**src/rtl/cfgport_pkg.sv**
```systemverilog
package cfgport_pkg;

  // Register indices the host decodes
  localparam logic [7:0] IDX_CTRL    = 8'h02;
  localparam logic [7:0] IDX_DEVSEL  = 8'h07;
  localparam logic [7:0] IDX_ID_HI   = 8'h20;
  localparam logic [7:0] IDX_ID_LO   = 8'h21;
  localparam logic [7:0] IDX_REV     = 8'h22;
  localparam logic [7:0] IDX_BASE_HI = 8'h60;
  localparam logic [7:0] IDX_BASE_LO = 8'h61;

  // Key bytes
  localparam logic [7:0] KEY_B0     = 8'h87;
  localparam logic [7:0] KEY_B1     = 8'h01;
  localparam logic [7:0] KEY_B2     = 8'h55;
  localparam logic [7:0] KEY_B3_PRI = 8'h55;
  localparam logic [7:0] KEY_B3_ALT = 8'hAA;

  localparam logic [7:0] CLOSED_READ = 8'hFF;
  localparam int         CTRL_LOCK_BIT = 1;

  typedef struct packed {
    logic ctrl;
    logic devsel;
    logic id_hi;
    logic id_lo;
    logic rev;
    logic base_hi;
    logic base_lo;
  } cfg_hit_t;

  // Expected byte for a given matcher step
  function automatic logic [7:0] key_byte(input logic [1:0] step, input logic alt);
    case (step)
      2'd0:    key_byte = KEY_B0;
      2'd1:    key_byte = KEY_B1;
      2'd2:    key_byte = KEY_B2;
      default: key_byte = alt ? KEY_B3_ALT : KEY_B3_PRI;
    endcase
  endfunction

  // Revision view: low nibble only
  function automatic logic [7:0] rev_view(input logic [7:0] rev);
    rev_view = {4'h0, rev[3:0]};
  endfunction

endpackage

```
**src/rtl/cfgport_keymatch.sv**
```systemverilog
module cfgport_keymatch
  import cfgport_pkg::*;
(
  input  logic       clk,
  input  logic       rst_n,
  input  logic       addr_wr,
  input  logic [7:0] wdata,
  input  logic       alt,
  input  logic       lock_req,
  output logic       open,
  output logic       key_done
);

  logic [1:0] step_q;
  logic       key_hit;
  logic       key_restart;
  logic       key_miss;

  always_comb begin
    key_hit     = addr_wr && !open && (wdata == key_byte(step_q, alt));
    key_done    = key_hit && (step_q == 2'd3);
    key_restart = addr_wr && !open && !key_hit && (wdata == KEY_B0);
    key_miss    = addr_wr && !open && !key_hit && !key_restart;
  end

  always_ff @(posedge clk) begin
    if (!rst_n) begin
      open   <= 1'b0;
      step_q <= 2'd0;
    end else if (lock_req) begin
      open   <= 1'b0;
      step_q <= 2'd0;
    end else if (key_done) begin
      open   <= 1'b1;
      step_q <= 2'd0;
    end else if (key_hit) begin
      step_q <= step_q + 2'd1;
    end else if (key_restart) begin
      step_q <= 2'd1;
    end else if (key_miss) begin
      step_q <= 2'd0;
    end
  end

  AST_OPEN_NEEDS_KEY: assert property (@(posedge clk) disable iff (!rst_n)
    $rose(open) |-> ($past(addr_wr) && $past(step_q) == 2'd3));

  AST_OPEN_STEP_IDLE: assert property (@(posedge clk) disable iff (!rst_n)
    open |-> (step_q == 2'd0));

  AST_MISS_CLEARS: assert property (@(posedge clk) disable iff (!rst_n)
    (addr_wr && !open && wdata != key_byte(step_q, alt) && wdata != KEY_B0)
      |=> (step_q == 2'd0 && !open));

  AST_RESTART_STEP1: assert property (@(posedge clk) disable iff (!rst_n)
    (addr_wr && !open && step_q != 2'd0 && wdata == KEY_B0 &&
     wdata != key_byte(step_q, alt)) |=> (step_q == 2'd1));

endmodule

```
**src/rtl/cfgport_decode.sv**
```systemverilog
module cfgport_decode
  import cfgport_pkg::*;
(
  input  logic [7:0] idx,
  output cfg_hit_t   hit
);

  always_comb begin
    hit         = '0;
    hit.ctrl    = (idx == IDX_CTRL);
    hit.devsel  = (idx == IDX_DEVSEL);
    hit.id_hi   = (idx == IDX_ID_HI);
    hit.id_lo   = (idx == IDX_ID_LO);
    hit.rev     = (idx == IDX_REV);
    hit.base_hi = (idx == IDX_BASE_HI);
    hit.base_lo = (idx == IDX_BASE_LO);
  end

endmodule

```
**src/rtl/cfgport_regfile.sv**
```systemverilog
module cfgport_regfile
  import cfgport_pkg::*;
#(
  parameter int                      NUM_DEV       = 4,
  parameter logic [15:0]             CHIP_ID       = 16'h5A3C,
  parameter logic [7:0]              CHIP_REV      = 8'hB7,
  parameter logic [NUM_DEV*16-1:0]   DEV_BASE_INIT = {NUM_DEV{16'h0000}}
) (
  input  logic                   clk,
  input  logic                   rst_n,
  input  logic                   open,
  input  logic                   data_wr,
  input  logic [7:0]             wdata,
  input  cfg_hit_t               hit,
  output logic [7:0]             view,
  output logic                   lock_req,
  output logic [NUM_DEV*16-1:0]  dev_base
);

  localparam int DEV_W = (NUM_DEV > 1) ? $clog2(NUM_DEV) : 1;

  logic [7:0]  devsel_q;
  logic        dev_ok;
  logic        wr_ok;
  logic [15:0] base_q [NUM_DEV];
  logic [15:0] sel_base;

  assign dev_ok   = (32'(devsel_q) < NUM_DEV);
  assign wr_ok    = data_wr && open;
  assign lock_req = wr_ok && hit.ctrl && wdata[CTRL_LOCK_BIT];

  always_ff @(posedge clk) begin
    if (!rst_n)                    devsel_q <= 8'h00;
    else if (wr_ok && hit.devsel)  devsel_q <= wdata;
  end

  for (genvar d = 0; d < NUM_DEV; d++) begin : g_dev
    logic this_dev;
    assign this_dev = dev_ok && (devsel_q[DEV_W-1:0] == DEV_W'(d));

    always_ff @(posedge clk) begin
      if (!rst_n) begin
        base_q[d] <= DEV_BASE_INIT[16*d +: 16];
      end else if (wr_ok && this_dev) begin
        if (hit.base_hi) base_q[d][15:8] <= wdata;
        if (hit.base_lo) base_q[d][7:0]  <= wdata;
      end
    end

    assign dev_base[16*d +: 16] = base_q[d];
  end

  assign sel_base = dev_ok ? base_q[devsel_q[DEV_W-1:0]] : 16'h0000;

  always_comb begin
    view = 8'h00;
    if (hit.devsel)       view = devsel_q;
    else if (hit.id_hi)   view = CHIP_ID[15:8];
    else if (hit.id_lo)   view = CHIP_ID[7:0];
    else if (hit.rev)     view = rev_view(CHIP_REV);
    else if (hit.base_hi) view = sel_base[15:8];
    else if (hit.base_lo) view = sel_base[7:0];
  end

  AST_CLOSED_HOLD: assert property (@(posedge clk) disable iff (!rst_n)
    (!open && data_wr) |=> ($stable(dev_base) && $stable(devsel_q)));

  AST_RO_HOLD: assert property (@(posedge clk) disable iff (!rst_n)
    (data_wr && (hit.id_hi || hit.id_lo || hit.rev))
      |=> ($stable(dev_base) && $stable(devsel_q)));

  AST_REV_NIBBLE: assert property (@(posedge clk) disable iff (!rst_n)
    hit.rev |-> (view[7:4] == 4'h0));

  AST_BAD_DEV_HOLD: assert property (@(posedge clk) disable iff (!rst_n)
    (data_wr && !dev_ok) |=> $stable(dev_base));

endmodule

```
**src/rtl/cfgport_unlock.sv**
```systemverilog
module cfgport_unlock
  import cfgport_pkg::*;
#(
  parameter int                      NUM_DEV       = 4,
  parameter logic [15:0]             CHIP_ID       = 16'h5A3C,
  parameter logic [7:0]              CHIP_REV      = 8'hB7,
  parameter logic [NUM_DEV*16-1:0]   DEV_BASE_INIT = {16'h0A40, 16'h0290, 16'h0300, 16'h03F8}
) (
  input  logic                   clk,
  input  logic                   rst_n,
  input  logic                   alt_port,
  input  logic                   host_wr,
  input  logic                   host_sel,
  input  logic [7:0]             host_wdata,
  output logic [7:0]             host_rdata,
  output logic                   cfg_open,
  output logic [NUM_DEV*16-1:0]  dev_base
);

  logic       addr_wr;
  logic       data_wr;
  logic       lock_req;
  logic       key_done;
  logic [7:0] idx_q;
  logic [7:0] view;
  cfg_hit_t   hit;

  assign addr_wr = host_wr && !host_sel;
  assign data_wr = host_wr &&  host_sel;

  cfgport_keymatch u_key (
    .clk      (clk),
    .rst_n    (rst_n),
    .addr_wr  (addr_wr),
    .wdata    (host_wdata),
    .alt      (alt_port),
    .lock_req (lock_req),
    .open     (cfg_open),
    .key_done (key_done)
  );

  always_ff @(posedge clk) begin
    if (!rst_n)                    idx_q <= 8'h00;
    else if (addr_wr && cfg_open)  idx_q <= host_wdata;
  end

  cfgport_decode u_dec (
    .idx (idx_q),
    .hit (hit)
  );

  cfgport_regfile #(
    .NUM_DEV       (NUM_DEV),
    .CHIP_ID       (CHIP_ID),
    .CHIP_REV      (CHIP_REV),
    .DEV_BASE_INIT (DEV_BASE_INIT)
  ) u_rf (
    .clk      (clk),
    .rst_n    (rst_n),
    .open     (cfg_open),
    .data_wr  (data_wr),
    .wdata    (host_wdata),
    .hit      (hit),
    .view     (view),
    .lock_req (lock_req),
    .dev_base (dev_base)
  );

  assign host_rdata = cfg_open ? view : CLOSED_READ;

  AST_RELOCK: assert property (@(posedge clk) disable iff (!rst_n)
    lock_req |=> !cfg_open);

  AST_KEY_OPENS: assert property (@(posedge clk) disable iff (!rst_n)
    key_done |=> cfg_open);

  AST_IDX_FROZEN_CLOSED: assert property (@(posedge clk) disable iff (!rst_n)
    !cfg_open |=> $stable(idx_q));

endmodule

```
**config.mk**
```make
export PLATFORM = sky130hd
export DESIGN_NAME = cfgport_unlock
export DESIGN_NICKNAME = d
export VERILOG_FILES = /design/src/rtl/cfgport_pkg.sv /design/src/rtl/cfgport_keymatch.sv /design/src/rtl/cfgport_decode.sv /design/src/rtl/cfgport_regfile.sv /design/src/rtl/cfgport_unlock.sv
export SDC_FILE = /design/constraint.sdc
export NUM_CORES = 1
export LEC_CHECK = 0
export BUFFER_PORTS_ARGS = -buffer_cell sky130_fd_sc_hd__buf_4
export CELL_PAD_IN_SITES_DETAIL_PLACEMENT = 1
export CELL_PAD_IN_SITES_GLOBAL_PLACEMENT = 2
export CORE_AREA = 2 2 108 110
export DETAILED_ROUTE_END_ITERATION = 10
export DIE_AREA = 0 0 110 112
export PLACE_DENSITY = 0.94
export SETUP_SLACK_MARGIN = 0.02
export SLEW_MARGIN = 5
export SYNTH_ARGS = -nofsm -noshare
export SYNTH_HDL_FRONTEND = slang
export SYNTH_SLANG_ARGS = --single-unit
```
**constraint.sdc**
```tcl
create_clock -name clk -period 3.94 [get_ports clk]
set_input_delay 0.788 -clock clk [delete_from_list [all_inputs] [get_ports clk]]
set_output_delay 0.788 -clock clk [all_outputs]
set_load 0.005 [all_outputs]
```
==> results.toml <==
[critical_path]
crit_path_end_kind = "output port"
crit_fanout = 19
worst_setup_path_start_kind = "flop"
cp_num_buf_inv = 1
arrival_ps = 2460
worstPathRequired_ps = 3150
critPathMaxStageDelay_ps = 910
crit_type = "reg -> out"
cp_cell_sequence = "nand3b_1, nor2_1, a21oi_1, o21ai_0, buf_4"
crit_family = "flip-flops"
slowest_stage = "dfxtp_1"

[power]
power.density_mw_per_mm2 = 379.4
p_leak_uw = 0.002007
p_int_uw = 1627
irDropWorstVdd_v = 0.0001626
power_frac_seq_pct = 49.0
swShare_pct = 21.66
p_clk_share_pct = 43.9
comb_power_share_pct = 7.1
power_switching_uw = 449.8

[sta]
setup_slack_ps = 694.2
slew_headroom_pct = 40.06
final-setup-viol-count = 0
rsz0062_at_grt = "no"
fin_setup_tns_ps = 0
fin_crit_ps = 3246
hold_viol = 0
fmax_mhz = 308.1
drv_slew = 0
worstMarginPinSlew_ps = 897.9
fin_crit_sh_pct = 82.38
holdWs_ps = 554.3
skew_ps = 10.89

[synth]
synthFlopType = "edfxtp_1"
synth.top_cell.area_share_pct = 44.02
synth-async-reset-ratio_pct = 0
syn_inst = 346
yosysTopAreaCell = "edfxtp_1"
yosys.cell_types.count = 56
netlist_area_mm2 = 0.004365
synth.most_common_cell = "edfxtp_1"
synth_area_leaders = "edfxtp_1 (44%), dfxtp_1 (9.6%), mux4_2 (8.3%), and2_1 (7.0%), mux2i_1 (5.5%)"
synth_edf_count = 64
ys_warn_count = 0
syn_avg_cell_area_um2 = 12.62
ys_ff_latch = 85
synth_common_cells = "edfxtp_1 (64), and2_1 (49), mux2i_1 (24), dfxtp_1 (21), clkbuf_1 (19)"
syn_nets = 363
seq_area_frac_synth_pct = 53.65

[clock_tree]
cts_inserted_buffers = 9
clk_latency_ps = 340
clockRootBuffer = "clkbuf_16"
cts_tree = "yes"
clkTransAtPathRegs_ps = 60
ctsHoldBuffers = 0
post_cts_buffers = 0
numClockSinks = 85
cts_resized = 0
clk_path_buf_depth = 2
htree_levels = 3

[floorplanning]
die_w_um = 110
ioPinCount = 86
dieArea_mm2 = 0.01232
std_cell_rows = 39
die_h_um = 112
start_util_pct = 39.07
core_area_mm2 = 0.01117

[detailed_routing]
drt_first_pass_iters = 4
drt-initial-drc-count = 204
drc = 0
via_per_inst = 5.558
drt-wirelength-per-cell_um = 22.51
wirelength_um = 12900
vias = 3185
ant_nets = 0

[place]
place_ws_ps = 1104
port_buffers = 85
dp_hpwl_um = 9303
gp_congestion = 0.8864
place_area_mm2 = 0.005152

[run_status]
status = "finished, final reports clean"

[finish]
diodes = 0
finalInstanceArea_mm2 = 0.005474
area_growth_pct = 25.39
layout-drive-gt1-share_pct = 32.33
nNetsFinal = 443
final_util_pct = 48.99

[global_routing]
grt.total_usage_pct = 22.01
grt_pass1_wl_um = 19670
grt_max_degree = 28
antenna_found_initial = 0
grt_overflow = 0
grt_pass1_vias = 3261

[hold_path]
holdCritPathClass = "reg -> reg"

[job]
drv_cap = 0
-- worst reg2reg max path, cell delays in order (launching register included) --
cell,delay (ps)
dfxtp_1,560
nand3_1,330
nor4_1,230
and4_1,270
nand2b_1,150
o31ai_1,450
buf_4,260
-- worst paths after layout --
path | cells past startpoint | slack [ps] | startpoint | end
setup / recovery | 5 | 690 | idx_q[0] | host_rdata[0]
hold / removal | 2 | 550 | idx_q[7] | idx_q[7]
setup reg to reg | 6 | 1410 | u_key.open | u_rf.base_q[0][15]
hold reg to reg | 2 | 550 | idx_q[7] | idx_q[7]
-- cell families (layout without fill, tap and decap cells) --
| group | Yosys count | count (layout) | share of synthesized area (%) |
|---|---|---|---|
| AO/OA/AOI/OAI | 38 | 38 | 6.019 |
| XOR/XNOR | 2 | 2 | 0.4013 |
| adder cells (fa/ha/maj) | 4 | 4 | 1.147 |
| buffers and inverters | 29 | 113 | 2.579 |
| flip-flops | 85 | 85 | 53.65 |
| multiplexers | 41 | 41 | 14.10 |
| AND/OR/NAND/NOR | 147 | 147 | 22.10 |
-- registers in the layout (all words and copies together), names as in the netlist, named ones only --
name           count
u_key.step_q       2
u_rf.devsel_q      8
idx_q              8
u_key.open         1
u_rf.base_q       64
-- cells in the final DEF, fill, tap and decap left out, types with 8 or more instances in the layout --
master / synthesis / routed
edfxtp_1: 64 / 64
a21oi_1: 8 / 8
nor2b_1: 16 / 16
mux2i_1: 24 / 24
o21ai_0: 12 / 12
nand2_1: 10 / 10
buf_4: 0 / 94
clkbuf_16: 0 / 9
dfxtp_1: 21 / 21
nand2b_1: 14 / 14
and2_1: 49 / 49
or3_1: 8 / 8
mux4_2: 16 / 16
nor2_1: 13 / 13
-- power by group through the flow --
stage	Combinational [uW]	Sequential (uW)	Clock (uW)
final	147	1020	912
after global routing	156	1020	955
after CTS	148	1020	917
after detailed placement	147	1040	0
after global placement	145	1040	0
after floorplan	47.3	1030	0
-- through the flow --
stage                     cells  power, uW
after detailed placement    558       1185
after global routing        573       2132
after CTS                   573       2083
after global placement      558       1180
final                       573       2077
after floorplan             346       1079
-- layout make-up --
class                      count  area [um2]
clock buffer                   9       225.2
clock inverter                 6       96.34
sequential                    85        2342
inverter                       4       15.01
timing repair buffer          94       705.7
tap                          143       178.9
multi-input combinational    232        1911
fill                        1125        5700
-- per-layer routing --
layer / up-vias / global-route usage [%] / share of wire [%] / wire [um]
met4: 0 / 9.451 / 3.1 / 401
met5: - / 0 / 0 / 0
met3: 19 / 2.752 / 4.8 / 624
met1: 1636 / 28.00 / 39 / 5093
met2: 92 / 37.26 / 53 / 6777
li1: 1438 / - / - / -
Power figures use the tool's default switching activity.
